## src/rtl/irq_seq_pkg.sv

```systemverilog
package irq_seq_pkg;

  typedef enum logic [2:0] {
    ACT_NONE,
    ACT_SEQ,
    ACT_IRQ,
    ACT_TRAP,
    ACT_RETI,
    ACT_HOLD
  } act_e;

  localparam int unsigned VEC_PROC_SWITCH = 0;
  localparam int unsigned VEC_PROC_CREATE = 1;
  localparam int unsigned VEC_TIMER_SCHED = 2;

endpackage

```

## src/rtl/irq_seq_arb.sv

```systemverilog
module irq_seq_arb
  import irq_seq_pkg::*;
#(
  parameter int unsigned NUM_W = 4,
  parameter int unsigned VEC_N = 8
) (
  input  logic             step_i,
  input  logic             irq_valid_i,
  input  logic [NUM_W-1:0] irq_num_i,
  input  logic             trap_i,
  input  logic [NUM_W-1:0] trap_num_i,
  input  logic             reti_i,
  input  logic             full_i,
  input  logic             empty_i,
  output act_e             act_o,
  output logic [NUM_W-1:0] idx_o,
  output logic             ovf_set_o,
  output logic             udf_set_o,
  output logic             err_set_o
);

  localparam logic [NUM_W:0] VEC_LIM = (NUM_W+1)'(VEC_N);

  logic irq_ok, trap_ok;

  assign irq_ok  = irq_valid_i && ({1'b0, irq_num_i} < VEC_LIM);
  assign trap_ok = trap_i && ({1'b0, trap_num_i} < VEC_LIM);

  // priority: valid irq > trap > return > sequential
  always_comb begin
    act_o     = ACT_NONE;
    idx_o     = '0;
    ovf_set_o = 1'b0;
    udf_set_o = 1'b0;
    err_set_o = 1'b0;
    if (step_i) begin
      err_set_o = (irq_valid_i && !irq_ok) || (!irq_ok && trap_i && !trap_ok);
      if (irq_ok) begin
        idx_o = irq_num_i;
        if (full_i) begin
          act_o     = ACT_HOLD;
          ovf_set_o = 1'b1;
        end else begin
          act_o = ACT_IRQ;
        end
      end else if (trap_i) begin
        idx_o = trap_num_i;
        if (!trap_ok) begin
          act_o = ACT_SEQ;
        end else if (full_i) begin
          act_o     = ACT_HOLD;
          ovf_set_o = 1'b1;
        end else begin
          act_o = ACT_TRAP;
        end
      end else if (reti_i) begin
        if (empty_i) begin
          act_o     = ACT_HOLD;
          udf_set_o = 1'b1;
        end else begin
          act_o = ACT_RETI;
        end
      end else begin
        act_o = ACT_SEQ;
      end
    end
  end

  initial begin
    assert (VEC_N >= 2 && VEC_N <= (1 << NUM_W));
  end

  always_comb begin
    if (step_i && irq_ok) assert (act_o inside {ACT_IRQ, ACT_HOLD});
    if (act_o == ACT_TRAP) assert (!irq_ok);
  end

endmodule

```

## src/rtl/irq_vec_table.sv

```systemverilog
module irq_vec_table #(
  parameter int unsigned      NUM_W      = 4,
  parameter int unsigned      VEC_N      = 8,
  parameter int unsigned      PC_W       = 16,
  parameter logic [PC_W-1:0]  VEC_BASE   = '0,
  parameter int unsigned      VEC_STRIDE = 16
) (
  input  logic             clk_i,
  input  logic             rst_ni,
  input  logic             we_i,
  input  logic [NUM_W-1:0] waddr_i,
  input  logic [PC_W-1:0]  wdata_i,
  input  logic [NUM_W-1:0] raddr_i,
  output logic [PC_W-1:0]  rdata_o
);

  logic [PC_W-1:0] vec_q [VEC_N];

  for (genvar i = 0; i < VEC_N; i++) begin : g_ent
    localparam logic [PC_W-1:0] RST_VAL = PC_W'(VEC_BASE + i * VEC_STRIDE);
    always_ff @(posedge clk_i or negedge rst_ni) begin
      if (!rst_ni)                                 vec_q[i] <= RST_VAL;
      else if (we_i && waddr_i == NUM_W'(i))       vec_q[i] <= wdata_i;
    end
  end

  always_comb begin
    rdata_o = '0;
    for (int i = 0; i < VEC_N; i++) begin
      if (raddr_i == NUM_W'(i)) rdata_o = vec_q[i];
    end
  end

endmodule

```

## src/rtl/irq_ctx_stack.sv

```systemverilog
module irq_ctx_stack #(
  parameter int unsigned DEPTH = 8,
  parameter int unsigned W     = 17
) (
  input  logic         clk_i,
  input  logic         rst_ni,
  input  logic         push_i,
  input  logic         pop_i,
  input  logic [W-1:0] wdata_i,
  output logic [W-1:0] top_o,
  output logic         full_o,
  output logic         empty_o
);

  localparam int unsigned CNT_W = $clog2(DEPTH + 1);

  logic [CNT_W-1:0] cnt_q;
  logic [W-1:0]     mem_q [DEPTH];

  assign full_o  = (cnt_q == CNT_W'(DEPTH));
  assign empty_o = (cnt_q == '0);

  always_ff @(posedge clk_i or negedge rst_ni) begin
    if (!rst_ni)     cnt_q <= '0;
    else if (push_i) cnt_q <= cnt_q + 1'b1;
    else if (pop_i)  cnt_q <= cnt_q - 1'b1;
  end

  for (genvar i = 0; i < DEPTH; i++) begin : g_slot
    always_ff @(posedge clk_i or negedge rst_ni) begin
      if (!rst_ni)                              mem_q[i] <= '0;
      else if (push_i && cnt_q == CNT_W'(i))    mem_q[i] <= wdata_i;
    end
  end

  always_comb begin
    top_o = '0;
    for (int i = 0; i < DEPTH; i++) begin
      if (cnt_q == CNT_W'(i + 1)) top_o = mem_q[i];
    end
  end

  AST_NO_OVERFLOW:  assert property (@(posedge clk_i) disable iff (!rst_ni) push_i |-> !full_o);
  AST_NO_UNDERFLOW: assert property (@(posedge clk_i) disable iff (!rst_ni) pop_i |-> !empty_o);
  AST_PUSH_POP_EXCL: assert property (@(posedge clk_i) disable iff (!rst_ni) !(push_i && pop_i));
  AST_PUSH_NONEMPTY: assert property (@(posedge clk_i) disable iff (!rst_ni) push_i |=> !empty_o);

endmodule

```

## src/rtl/irq_seq_top.sv

```systemverilog
module irq_seq_top
  import irq_seq_pkg::*;
#(
  parameter int unsigned     PC_W       = 16,
  parameter int unsigned     NUM_W      = 4,
  parameter int unsigned     VEC_N      = 8,
  parameter int unsigned     DEPTH      = 8,
  parameter logic [PC_W-1:0] RST_PC     = '0,
  parameter logic            RST_KMODE  = 1'b1,
  parameter logic [PC_W-1:0] VEC_BASE   = PC_W'(256),
  parameter int unsigned     VEC_STRIDE = 16
) (
  input  logic             clk_i,
  input  logic             rst_ni,
  input  logic             step_i,
  input  logic [PC_W-1:0]  pc_seq_i,
  input  logic             irq_valid_i,
  input  logic [NUM_W-1:0] irq_num_i,
  input  logic             trap_i,
  input  logic [NUM_W-1:0] trap_num_i,
  input  logic             reti_i,
  input  logic             vec_we_i,
  input  logic [NUM_W-1:0] vec_waddr_i,
  input  logic [PC_W-1:0]  vec_wdata_i,
  output logic [PC_W-1:0]  pc_o,
  output logic             kmode_o,
  output logic             stk_ovf_o,
  output logic             stk_udf_o,
  output logic             vec_err_o
);

  localparam int unsigned    CTX_W   = PC_W + 1;
  localparam logic [NUM_W:0] VEC_LIM = (NUM_W+1)'(VEC_N);

  act_e             act;
  logic [NUM_W-1:0] vec_idx;
  logic             ovf_set, udf_set, err_set;
  logic             stk_full, stk_empty, stk_push, stk_pop;
  logic [CTX_W-1:0] ctx_wr, ctx_top;
  logic [PC_W-1:0]  vec_addr, pc_save;
  logic [PC_W-1:0]  pc_q;
  logic             kmode_q, ovf_q, udf_q, err_q;

  irq_seq_arb #(.NUM_W(NUM_W), .VEC_N(VEC_N)) u_arb (
    .step_i      (step_i),
    .irq_valid_i (irq_valid_i),
    .irq_num_i   (irq_num_i),
    .trap_i      (trap_i),
    .trap_num_i  (trap_num_i),
    .reti_i      (reti_i),
    .full_i      (stk_full),
    .empty_i     (stk_empty),
    .act_o       (act),
    .idx_o       (vec_idx),
    .ovf_set_o   (ovf_set),
    .udf_set_o   (udf_set),
    .err_set_o   (err_set)
  );

  irq_vec_table #(
    .NUM_W(NUM_W), .VEC_N(VEC_N), .PC_W(PC_W),
    .VEC_BASE(VEC_BASE), .VEC_STRIDE(VEC_STRIDE)
  ) u_vec (
    .clk_i   (clk_i),
    .rst_ni  (rst_ni),
    .we_i    (vec_we_i),
    .waddr_i (vec_waddr_i),
    .wdata_i (vec_wdata_i),
    .raddr_i (vec_idx),
    .rdata_o (vec_addr)
  );

  // trap saves the advanced PC, interrupts save the unexecuted one
  assign pc_save  = (act == ACT_TRAP) ? pc_q + 1'b1 : pc_q;
  assign ctx_wr   = {kmode_q, pc_save};
  assign stk_push = (act == ACT_IRQ) || (act == ACT_TRAP);
  assign stk_pop  = (act == ACT_RETI);

  irq_ctx_stack #(.DEPTH(DEPTH), .W(CTX_W)) u_stk (
    .clk_i   (clk_i),
    .rst_ni  (rst_ni),
    .push_i  (stk_push),
    .pop_i   (stk_pop),
    .wdata_i (ctx_wr),
    .top_o   (ctx_top),
    .full_o  (stk_full),
    .empty_o (stk_empty)
  );

  always_ff @(posedge clk_i or negedge rst_ni) begin
    if (!rst_ni) begin
      pc_q    <= RST_PC;
      kmode_q <= RST_KMODE;
    end else begin
      unique case (act)
        ACT_SEQ:  pc_q <= pc_seq_i;
        ACT_IRQ,
        ACT_TRAP: begin
          pc_q    <= vec_addr;
          kmode_q <= 1'b1;
        end
        ACT_RETI: {kmode_q, pc_q} <= ctx_top;
        default:  ;
      endcase
    end
  end

  always_ff @(posedge clk_i or negedge rst_ni) begin
    if (!rst_ni) begin
      ovf_q <= 1'b0;
      udf_q <= 1'b0;
      err_q <= 1'b0;
    end else begin
      ovf_q <= ovf_q | ovf_set;
      udf_q <= udf_q | udf_set;
      err_q <= err_q | err_set;
    end
  end

  assign pc_o      = pc_q;
  assign kmode_o   = kmode_q;
  assign stk_ovf_o = ovf_q;
  assign stk_udf_o = udf_q;
  assign vec_err_o = err_q;

  AST_IDLE_HOLD: assert property (@(posedge clk_i) disable iff (!rst_ni)
    !step_i |=> $stable(pc_o) && $stable(kmode_o));
  AST_IRQ_KERNEL: assert property (@(posedge clk_i) disable iff (!rst_ni)
    step_i && irq_valid_i && ({1'b0, irq_num_i} < VEC_LIM) && !stk_full |=> kmode_o);
  AST_TRAP_KERNEL: assert property (@(posedge clk_i) disable iff (!rst_ni)
    step_i && !irq_valid_i && trap_i && ({1'b0, trap_num_i} < VEC_LIM) && !stk_full |=> kmode_o);
  AST_OVF_HOLD: assert property (@(posedge clk_i) disable iff (!rst_ni)
    step_i && irq_valid_i && ({1'b0, irq_num_i} < VEC_LIM) && stk_full
    |=> $stable(pc_o) && $stable(kmode_o) && stk_ovf_o);
  AST_UDF_HOLD: assert property (@(posedge clk_i) disable iff (!rst_ni)
    step_i && !irq_valid_i && !trap_i && reti_i && stk_empty
    |=> $stable(pc_o) && $stable(kmode_o) && stk_udf_o);
  AST_BAD_IRQ_FLAG: assert property (@(posedge clk_i) disable iff (!rst_ni)
    step_i && irq_valid_i && !({1'b0, irq_num_i} < VEC_LIM) |=> vec_err_o);
  AST_OVF_STICKY: assert property (@(posedge clk_i) disable iff (!rst_ni) stk_ovf_o |=> stk_ovf_o);
  AST_UDF_STICKY: assert property (@(posedge clk_i) disable iff (!rst_ni) stk_udf_o |=> stk_udf_o);
  AST_ERR_STICKY: assert property (@(posedge clk_i) disable iff (!rst_ni) vec_err_o |=> vec_err_o);

endmodule

```

## config.mk

```make
export PLATFORM = sky130hd
export DESIGN_NAME = irq_seq_top
export DESIGN_NICKNAME = d
export VERILOG_FILES = /design/src/rtl/irq_seq_pkg.sv /design/src/rtl/irq_seq_arb.sv /design/src/rtl/irq_vec_table.sv /design/src/rtl/irq_ctx_stack.sv /design/src/rtl/irq_seq_top.sv
export SDC_FILE = /design/constraint.sdc
export NUM_CORES = 1
export LEC_CHECK = 0
export BUFFER_PORTS_ARGS = -buffer_cell sky130_fd_sc_hd__buf_2
export CAP_MARGIN = 20
export CORE_MARGIN = 2
export CORE_UTILIZATION = 30
export CTS_CLUSTER_DIAMETER = 80
export DETAILED_ROUTE_END_ITERATION = 6
export SYNTH_ARGS = -nofsm -noshare
export SYNTH_HDL_FRONTEND = slang
export SYNTH_SLANG_ARGS = --single-unit
```

## constraint.sdc

```tcl
create_clock -name clk_i -period 5.2 [get_ports clk_i]
set_input_delay 0.78 -clock clk_i [delete_from_list [all_inputs] [get_ports clk_i]]
set_output_delay 0.78 -clock clk_i [all_outputs]
set_load 0.01 [all_outputs]
```

==> results.cfg, run 1 <==
[detailed_routing]
via_per_inst = 5.409
drc = 0
ant_nets = 0
via_count = 10770
drt_pass1_iterations = 6
totalWireLength_um = 40030
drt-initial-drc-count = 1036
routedWlPerCell_um = 20.11

[floorplanning]
coreArea_mm2 = 0.04519
fp.dieW_um = 217.4
initial_utilization_pct = 30.25
row_count = 78
dieArea_mm2 = 0.04728
die_y_um = 217.4
io_pins = 71

[grt]
grt_overflow = 0
grt_pass1_vias = 10520
grt_usage_pct = 16.99
grt_antenna_before_repair = 0
grt_pass1_wl_um = 63030
grt_max_degree = 117

[outcome]
outcome = completed

[worst_setup_path]
endpoint_kind = flip-flop
cpPeakStageDelay_ps = 700
crit_slowest_cell = ha_1
arrival_ps = 3950
crit_type = reg -> reg
start_kind = flip-flop
reg2regPathDepth = 8
cp.depth = 8
critPathMaxFanout = 20
cpLargestDelayFamily = simple AND/OR/NAND/NOR gates
crit_chain = inv_1, ha_1, nand2_1, nor2_1, nand2_1, nand3_1, nor2_1, a221o_1
cp_data_required_time_ps = 5590
timing.critical_path.buf_inv = 1

[sta]
final_max_slew_viol_count = 0
rsz0062_at_grt = no
slew_headroom_pct = 24.69
fin_ws_ps = 1642
setup_viol = 0
worst_slew_pin_slew_ps = 1126
finalSetupTns_ps = 0
fmax_mhz = 281.1
period_share_pct = 68.42
finalHoldViolCount = 0
fin_crit_ps = 3558
clock_skew_ps = 22.10

[clock_tree]
hold_buffers = 0
cts_tree = done
h-tree-depth = 2
post_cts_buffers = 0
clk_pin_slew_ps = 60
numCtsBuffers = 34
insertion_delay_ps = 510
cts_resized = 0
cts_buffer_depth = 3
cts.sinks = 288
cts_root_buf = clkbuf_16

[power_and_ir_drop]
ir_drop_v = 0.0002142
power_mw = 8.037
p_leak_nw = 6.558
p_per_area_mw_per_mm2 = 509.6

[yosys]
syn_nets = 1376
syn_area_per_cell_um2 = 10.35
postSynthCellCount = 1320
synth-seq-cells = 288
synthArstFlopShare_pct = 100.0
ys_seq_area_share_pct = 52.93
synth_area_mm2 = 0.01367
synth_edf_count = 0
synth_warnings = 0
ys.flop_type = dfrtp_1
synth.distinct_cells = 64

[placement]
numPortBuffers = 70
dp_slack_ps = 1757
gp_congestion = 0.8239
dp_hpwl_um = 27380

[finish]
area_growth_pct = 15.39
final_common_cell = dfrtp_1
nets = 1426
nFillCells = 4518
final_cell_mix = dfrtp_1 (267), o21ai_0 (161), nand2_1 (158)
num_antenna_cells = 0
layout-drive-gt1-share_pct = 23.44

[hold_path]
hp-class = in -> async

[job]
drv_cap = 0
## kinds of logic after synthesis
| family | synth area share (%) |
|---|---|
| compound gates | 18.47 |
| xor+xnor | 1.154 |
| fa+ha+maj | 0.4577 |
| buf+inv | 3.113 |
| flops | 52.93 |
| mux | 11.94 |
| simple gates | 11.94 |
## synth_stat cells, types with 6 or more instances
| cell type | count | area (um2) |
|---|---|---|
| dfrtp_1 | 267 | 6681 |
| o21ai_0 | 161 | 805.8 |
| nand2_1 | 158 | 593.1 |
| mux2_2 | 136 | 1531 |
| a21oi_1 | 98 | 490.5 |
| nor2_1 | 75 | 281.5 |
| clkbuf_1 | 72 | 270.3 |
| nand3_1 | 32 | 160.2 |
| a22oi_1 | 22 | 165.2 |
| dfstp_2 | 21 | 551.8 |
| inv_1 | 18 | 67.56 |
| xnor2_1 | 15 | 131.4 |
| a221oi_1 | 14 | 122.6 |
| nor3_1 | 14 | 70.07 |
| a211oi_1 | 13 | 97.59 |
| nand3b_1 | 13 | 97.59 |
| o221ai_1 | 12 | 105.1 |
| buf_2 | 10 | 50.05 |
| mux2i_1 | 10 | 100.1 |
| o22ai_1 | 10 | 62.56 |
| nand2b_1 | 9 | 56.30 |
| a221o_1 | 8 | 80.08 |
| o211ai_1 | 8 | 60.06 |
| o21a_1 | 8 | 60.06 |
| a32oi_1 | 7 | 61.31 |
| nor3b_1 | 7 | 52.55 |
| nor4_1 | 7 | 43.79 |
| a22o_1 | 6 | 52.55 |
| a2bb2oi_1 | 6 | 52.55 |
| nor2b_1 | 6 | 37.54 |
| o2111ai_1 | 6 | 52.55 |
## flip-flops by register name, summed over array words and instances (netlist names)
signal	cells
stk_udf_o	1
pc_o	16
vec_err_o	1
stk_ovf_o	1
kmode_o	1
u_stk.cnt_q	4
u_stk.mem_q	136
u_vec.vec_q	128
## layer usage
metal,track usage [%],vias to the layer above,wire length [um]
met5,0,-,0
met4,5.046,0,1053
met3,2.259,69,2101
met2,27.95,350,19020
met1,23.31,5471,17850
li1,-,4880,-
## worst paths after layout
kind	start	to	slack [ps]
max in group asynchronous	rst_ni	u_vec.vec_q[65]$_DFFE_PN0P_	3670
worst max-delay path	u_stk.cnt_q[1]$_DFFE_PN0N_	pc_o[6]$_DFFE_PN0P_	1640
worst max register to register	u_stk.cnt_q[1]$_DFFE_PN0N_	pc_o[6]$_DFFE_PN0P_	1640
worst min-delay path	rst_ni	u_vec.vec_q[117]$_DFFE_PN0P_	350
worst min register to register	vec_err_o$_DFF_PN0_	vec_err_o$_DFF_PN0_	460
min in group clk_i	vec_err_o$_DFF_PN0_	vec_err_o$_DFF_PN0_	460
## report_power, final
part / switching, mW / internal [mW] / total (mW) / leakage [nW]
Combinational: 1.42 / 0.858 / 2.28 / 2.49
Clock: 0.918 / 1.33 / 2.25 / 0.514
Sequential: 0.481 / 3.03 / 3.51 / 3.55
## cell type report
class | count | area (um2) | share of cell area [%]
Sequential cell | 288 | 7233 | 45.87
Clock inverter | 5 | 32.53 | 0.2063
Clock buffer | 52 | 1010 | 6.403
Inverter | 19 | 71.32 | 0.4522
Multi-Input combinational cell | 926 | 6056 | 38.40
Timing Repair Buffer | 101 | 616.8 | 3.911
Tap cell | 600 | 750.7 | 4.760
## through the flow
step           hold slack [ps]  cell area (um2)  utilization [%]  instances
5_1_grt                  449.9            15770            34.90       1991
4_1_cts                  397.7            15770            34.90       1991
6_report                 351.6            15770            34.90       1991
3_3_place_gp             441.3            14700            32.54       1932
3_5_place_dp             446.2            14730            32.59       1934
2_1_floorplan            441.2            13670                -       1320
Note: power is estimated with default switching activity, not from simulation.
==> inputs of run 2 (changes only) <==
==> constraint.sdc (replaced) <==
create_clock -name clk_i -period 3.1 [get_ports clk_i]
set_input_delay 0.465 -clock clk_i [delete_from_list [all_inputs] [get_ports clk_i]]
set_output_delay 0.465 -clock clk_i [all_outputs]
set_load 0.01 [all_outputs]
==> run 2 against run 1 <==
Compared with the run above:
- register-to-register slack worse by 1400 ps
- cell count is 2.3% higher
- sequential power is 68% higher
- flip-flop and latch count stayed put
- via count is 0.59% lower
- setup slack worse by 1400 ps
- wire length is 2.0% higher
- critical path depth is 1 higher
- critical endpoint is now u_stk.mem_q[62]$_DFFE_PN0P_
- largest cell class unchanged
- highest routed layer unchanged
==> results.cfg, run 2 (synthesis results as in run 1) <==
[power_and_ir_drop]
p_leak_nw = 6.833
intPower_mw = 9.364
switching_share_pct = 34.07
power_frac_seq_pct = 41.4
p_per_area_mw_per_mm2 = 875.1
clkPwrFrac_pct = 29.4
switching_power_mw = 4.838
ir_drop_v = 0.0004014
combPwrFrac_pct = 29.2

[worst_setup_path]
arrival_ps = 3170
cp_data_required_time_ps = 3450
crit_type = reg -> reg
crit_chain = inv_1, ha_1, nand3b_1, o211ai_4, nor4_4, nand2_1, nor2_1, xnor2_1, o21ai_0
cpPeakStageDelay_ps = 450
endpoint_kind = flip-flop
start_kind = flip-flop
critPathMaxFanout = 8
crit_slowest_cell = dfrtp_1

[detailed_routing]
routedWlPerCell_um = 20.05
totalWireLength_um = 40840
drt-initial-drc-count = 849
met3_length_um = 2161
ant_nets = 0
drt_pass1_iterations = 6
via_per_inst = 5.256
via_count = 10710
drt-met1-wl_um = 17920
dr_wl_met2_um = 19730
routed.top_layer = met4
drc = 0

[finish]
multi_input_area_mm2 = 0.006040
nFillCells = 4516
largest_reg_flops = 136
final_cell_mix = dfrtp_1 (267), o21ai_0 (161), nand2_1 (158)
num_antenna_cells = 0
layout-drive-gt1-share_pct = 26.03
fin_area_mm2 = 0.01623
area_growth_pct = 18.75
area.sequential_mm2 = 0.007233
fin_cells = 2037
nets = 1469
final_common_cell = dfrtp_1
regMostFlops = u_stk.mem_q
final_core_util_pct = 35.92

[clock_tree]
clk_pin_slew_ps = 60
post_cts_buffers = 0
h-tree-depth = 2
cts.sinks = 288
cts_root_buf = clkbuf_16
numCtsBuffers = 34
cts_tree = done
cts_buffer_depth = 3
insertion_delay_ps = 510

[placement]
numPortBuffers = 70
gp_congestion = 0.8580
dp_hpwl_um = 28070
placed_cell_area_mm2 = 0.01504
dp_cells = 1976

[floorplanning]
initial_utilization_pct = 30.25
row_count = 78
fp.dieW_um = 217.4
dieArea_mm2 = 0.04728
io_pins = 71
die_y_um = 217.4
coreArea_mm2 = 0.04519

[sta]
fmax_mhz = 354.3
finalSetupTns_ps = 0
slew_headroom_pct = 40.53
clock_skew_ps = 12.70
rsz0062_at_grt = no
fin_crit_ps = 2822
setup_viol = 0
final_max_slew_viol_count = 0
finalHoldViolCount = 0
period_share_pct = 91.04
worst_slew_pin_slew_ps = 867.3

[grt]
grt_pass1_vias = 10760
grt_overflow = 0
grt_usage_pct = 17.41
grt_pass1_wl_um = 64450
grt_antenna_before_repair = 0
grt_max_degree = 85

[outcome]
outcome = completed

[hold_path]
hp-class = in -> reg

[job]
drv_cap = 0
-- run 2: changes by cell type in the layout (fill, tap and decap cells not counted), sizes merged --
cell,delta
dlygate4sd3,+1
buf,+42
bufinv,+4
inv,-2
clkbuf,-3
clkinv,+3
clkinvlp,+1
-- run 2: area by class of cell --
cell class	instances	share of cell area, %
Clock buffer	49	6.291
Clock inverter	11	0.9714
Inverter	19	0.4394
Multi-Input combinational cell	926	37.21
Sequential cell	288	44.57
Tap cell	600	4.626
Timing Repair Buffer	144	5.890
-- run 2: power groups by stage --
stage | clock [mW] | sequential [mW] | combinational (mW)
after floorplan | 0 | 5.69 | 2.60
after global placement | 0 | 5.86 | 4.07
after detailed placement | 0 | 5.91 | 4.13
after CTS | 4.25 | 5.86 | 4.14
after global routing | 4.41 | 6.03 | 4.62
final | 4.18 | 5.88 | 4.14
-- run 2: timing repair --
| action | 4_1_cts | 5_1_grt |
|---|---|---|
| endpoints found under the hold margin | 9 | 0 |
| hold buffers | 1 | 0 |
| resized for setup | 0 | 0 |
| setup endpoints to repair | 0 | 0 |
-- run 2: metrics by stage --
step	setup WS (ps)	power (mW)	hold WS, ps
after floorplan	677.4	8.289	169.4
after global placement	327.2	9.928	437.1
after detailed placement	320.4	10.04	448.1
after CTS	297.1	14.26	289.6
after global routing	90.51	15.06	308.6
final	277.7	14.20	305.2
-- run 2: per-layer routing --
metal  vias to the layer above  global-route usage (%)
met4                         0                   5.320
met1                      5358                   23.26
met2                       306                   28.84
met5                         -                       0
met3                        70                   2.929
li1                       4972                       -
-- run 2: path summary, 6_finish.rpt --
kind,start,to,slack [ps],depth (start not counted)
max in group asynchronous,rst_ni,u_stk.mem_q[90]$_DFFE_PN0P_,1690,3
worst max register to register,u_stk.cnt_q[0]$_DFFE_PN0N_,u_stk.mem_q[62]$_DFFE_PN0P_,280,9
worst max-delay path,u_stk.cnt_q[0]$_DFFE_PN0N_,u_stk.mem_q[62]$_DFFE_PN0P_,280,9
min in group asynchronous,rst_ni,u_vec.vec_q[87]$_DFFE_PN0P_,540,2
worst min register to register,vec_err_o$_DFF_PN0_,vec_err_o$_DFF_PN0_,470,1
worst min-delay path,vec_wdata_i[12],u_vec.vec_q[44]$_DFFE_PN0P_,310,2
-- run 2: worst max-delay path, delay by kind of cell (launching register included) --
family / cells / cell delay, ps
fa+ha+maj: 1 / 290
flops: 1 / 450
compound gates: 2 / 380
simple gates: 4 / 1020
buf+inv: 1 / 90
xor+xnor: 1 / 410
==> inputs of run 3 (changes only) <==
--- a/config.mk
+++ b/config.mk
@@ -13,4 +13,5 @@
 export DETAILED_ROUTE_END_ITERATION = 6
 export SYNTH_ARGS = -nofsm -noshare
 export SYNTH_HDL_FRONTEND = slang
+export SYNTH_HIERARCHICAL = 1
 export SYNTH_SLANG_ARGS = --single-unit
==> run 3 against run 2 <==
Compared with the run above:
- highest routed layer is now met5
- hold slack got worse by 61 ps
- clock-buffer cell count shrank 2
- final area is 3.5% higher
- clock power fell by 11%
- core utilization down 0.66 points
- total power is 3.5% higher
- largest power group unchanged
- via count decreased by 7.7%
- synthesized cell count decreased by 12%
- global-route usage decreased by 1.9 points
==> results.cfg, run 3 <==
[worst_setup_path]
cpPeakStageDelay_ps = 400
start_kind = flip-flop
cp_data_required_time_ps = 3600
timing.critical_path.buf_inv = 2
crit_type = reg -> reg
reg2regPathDepth = 12
critical_path.startpoint = u_stk/cnt_q[0]$_DFFE_PN0P_
critPathMaxFanout = 8
crit_top_cell = inv_1
cp.depth = 12
cpLargestDelayFamily = simple AND/OR/NAND/NOR gates
arrival_ps = 3410
crit_chain = inv_1, ha_1, nand2_2, or2_1, inv_1, o211a_1, a31o_2, nand4b_2, nor3_4, nand4_1, xnor2_2, mux2_2
crit_slowest_cell = xnor2_2
endpoint_kind = flip-flop
r2r_start = u_stk/cnt_q[0]$_DFFE_PN0P_

[detailed_routing]
routedWlPerCell_um = 20.56
drc = 0
drt-initial-drc-count = 648
via_count = 9878
totalWireLength_um = 38970
ant_nets = 0
drt_pass1_iterations = 5
via_per_inst = 5.213

[finish]
final_cell_mix = mux2_2 (291), dfrtp_1 (267), a21oi_1 (76)
fin_area_mm2 = 0.01680
layout-drive-gt1-share_pct = 43.32
regMostFlops = u_stk/mem_q
fin_cells = 1895
final_core_util_pct = 35.25
final_common_cell = mux2_2
nets = 1311
largest_reg_flops = 136
area_growth_pct = 16.13

[sta]
fin_crit_ps = 2911
clock_skew_ps = 13.41
final_max_slew_viol_count = 0
fmax_mhz = 343.5
setup_viol = 0
finalHoldViolCount = 0
period_share_pct = 93.91
rsz0062_at_grt = no
worst_slew_pin_slew_ps = 1123
finalSetupTns_ps = 0
slew_headroom_pct = 25.16
hold_ws_ps = 243.8

[yosys]
synth.distinct_cells = 67
synth_area_mm2 = 0.01446
syn_nets = 1223
synth-seq-cells = 288
synth_warnings = 6
synth_top_area_share_pct = 46.20
ys_top_cells_by_count = mux2_2 (291), dfrtp_1 (267), a21oi_1 (76), nor2_1 (56), o21ai_0 (41)
synthArstFlopShare_pct = 100.0
ys_seq_area_share_pct = 50.01
postSynthCellCount = 1167
synth_edf_count = 0
synth.most_common_cell = mux2_2
syn_area_per_cell_um2 = 12.39
yosys-top-cells-area = dfrtp_1 (46%), mux2_2 (23%), dfstp_2 (3.8%), a21oi_1 (2.6%), mux2i_1 (1.7%)
yosys.area.top_type = dfrtp_1
ys.flop_type = dfrtp_1

[floorplanning]
row_count = 80
die_y_um = 223.6
initial_utilization_pct = 30.35
fp.dieW_um = 223.6
io_pins = 71
dieArea_mm2 = 0.04998
coreArea_mm2 = 0.04765

[clock_tree]
h-tree-depth = 1
insertion_delay_ps = 560
clk_pin_slew_ps = 60
cts_buffer_depth = 3
cts.sinks = 288
cts_tree = done
cts_root_buf = clkbuf_16
post_cts_buffers = 0
numCtsBuffers = 31

[hold_path]
hold_start = vec_wdata_i[11]
hp-class = in -> reg
hold_depth = 2

[grt]
grt_antenna_before_repair = 4
grt_pass1_vias = 10220
grt_usage_pct = 15.50
grt_max_degree = 90
grt_overflow = 0
grt_pass1_wl_um = 60980

[power_and_ir_drop]
p_leak_nw = 7.170
p_per_area_mw_per_mm2 = 874.9
ir_drop_v = 0.0004528

[placement]
dp_hpwl_um = 26590
dp_cells = 1836
placed_cell_area_mm2 = 0.01570
gp_congestion = 0.8057
numPortBuffers = 70

[outcome]
outcome = completed

[job]
drv_cap = 0
[run 3: changes by cell type in the layout (fill, tap and decap cells not counted), moves of 19 or more]
cell,delta
mux2_2,+155
nand2_1,-138
o21ai_0,-120
nand3_1,-26
o22ai_1,+23
a21oi_1,-22
nor2_1,-19
[run 3: cells by family after synthesis]
family          count (synthesis)  share of synthesized area, %
mux                           334                         26.44
flops                         288                         50.01
compound gates                246                         10.98
simple gates                  184                         7.613
buf+inv                        92                         3.435
xor+xnor                       18                         1.090
fa+ha+maj                       5                        0.4326
[run 3: final cells by class]
cell class | instances | area [um2]
multi-input combinational | 787 | 6829
clock inverter | 10 | 127.6
clock buffer | 47 | 885.9
inverter | 8 | 30.03
sequential | 288 | 7233
fill | 4738 | 30850
timing repair buffer | 139 | 918.4
tap | 615 | 769.5
antenna | 1 | 2.502
[run 3: stage by stage]
stage / power (mW) / setup WS [ps]
6_report: 14.70 / 188.9
5_1_grt: 15.52 / 15.51
4_1_cts: 14.72 / 2.670
3_3_place_gp: 10.79 / 45.70
3_5_place_dp: 10.99 / 18.11
2_1_floorplan: 9.246 / 12.66
[run 3: worst paths after layout]
| kind | end | slack (ps) |
|---|---|---|
| max | u_stk/mem_q[63]$_DFFE_PN0P_ | 190 |
| min | u_vec/vec_q[59]$_DFFE_PN0P_ | 240 |
| max reg2reg | u_stk/mem_q[63]$_DFFE_PN0P_ | 190 |
| min reg2reg | vec_err_o$_DFF_PN0_ | 460 |
| max in group asynchronous | u_stk/mem_q[118]$_DFFE_PN0P_ | 1700 |
| min in group asynchronous | u_vec/vec_q[27]$_DFFE_PN0P_ | 480 |
[run 3: where the power goes]
group	internal, mW	switching, mW	total [mW]
clock network	2.21	1.49	3.70
registers	5.14	0.872	6.02
logic	2.39	2.58	4.98
total	9.74	4.95	14.7
[run 3: repair_timing]
action	4_1_cts	5_1_grt
resized for setup	2	8
pin swaps	0	0
endpoints found under the setup margin	5	57
endpoints found under the hold margin	62	0
hold buffers	1	0
[run 3: layer usage]
metal  track usage (%)  vias up  routed length (um)
met3             2.190       62                1491
met2             27.34      210               19760
met4             4.108        6                 908
li1                  -     4514                   -
met5                 0        -                  28
met1             19.91     5086               16780
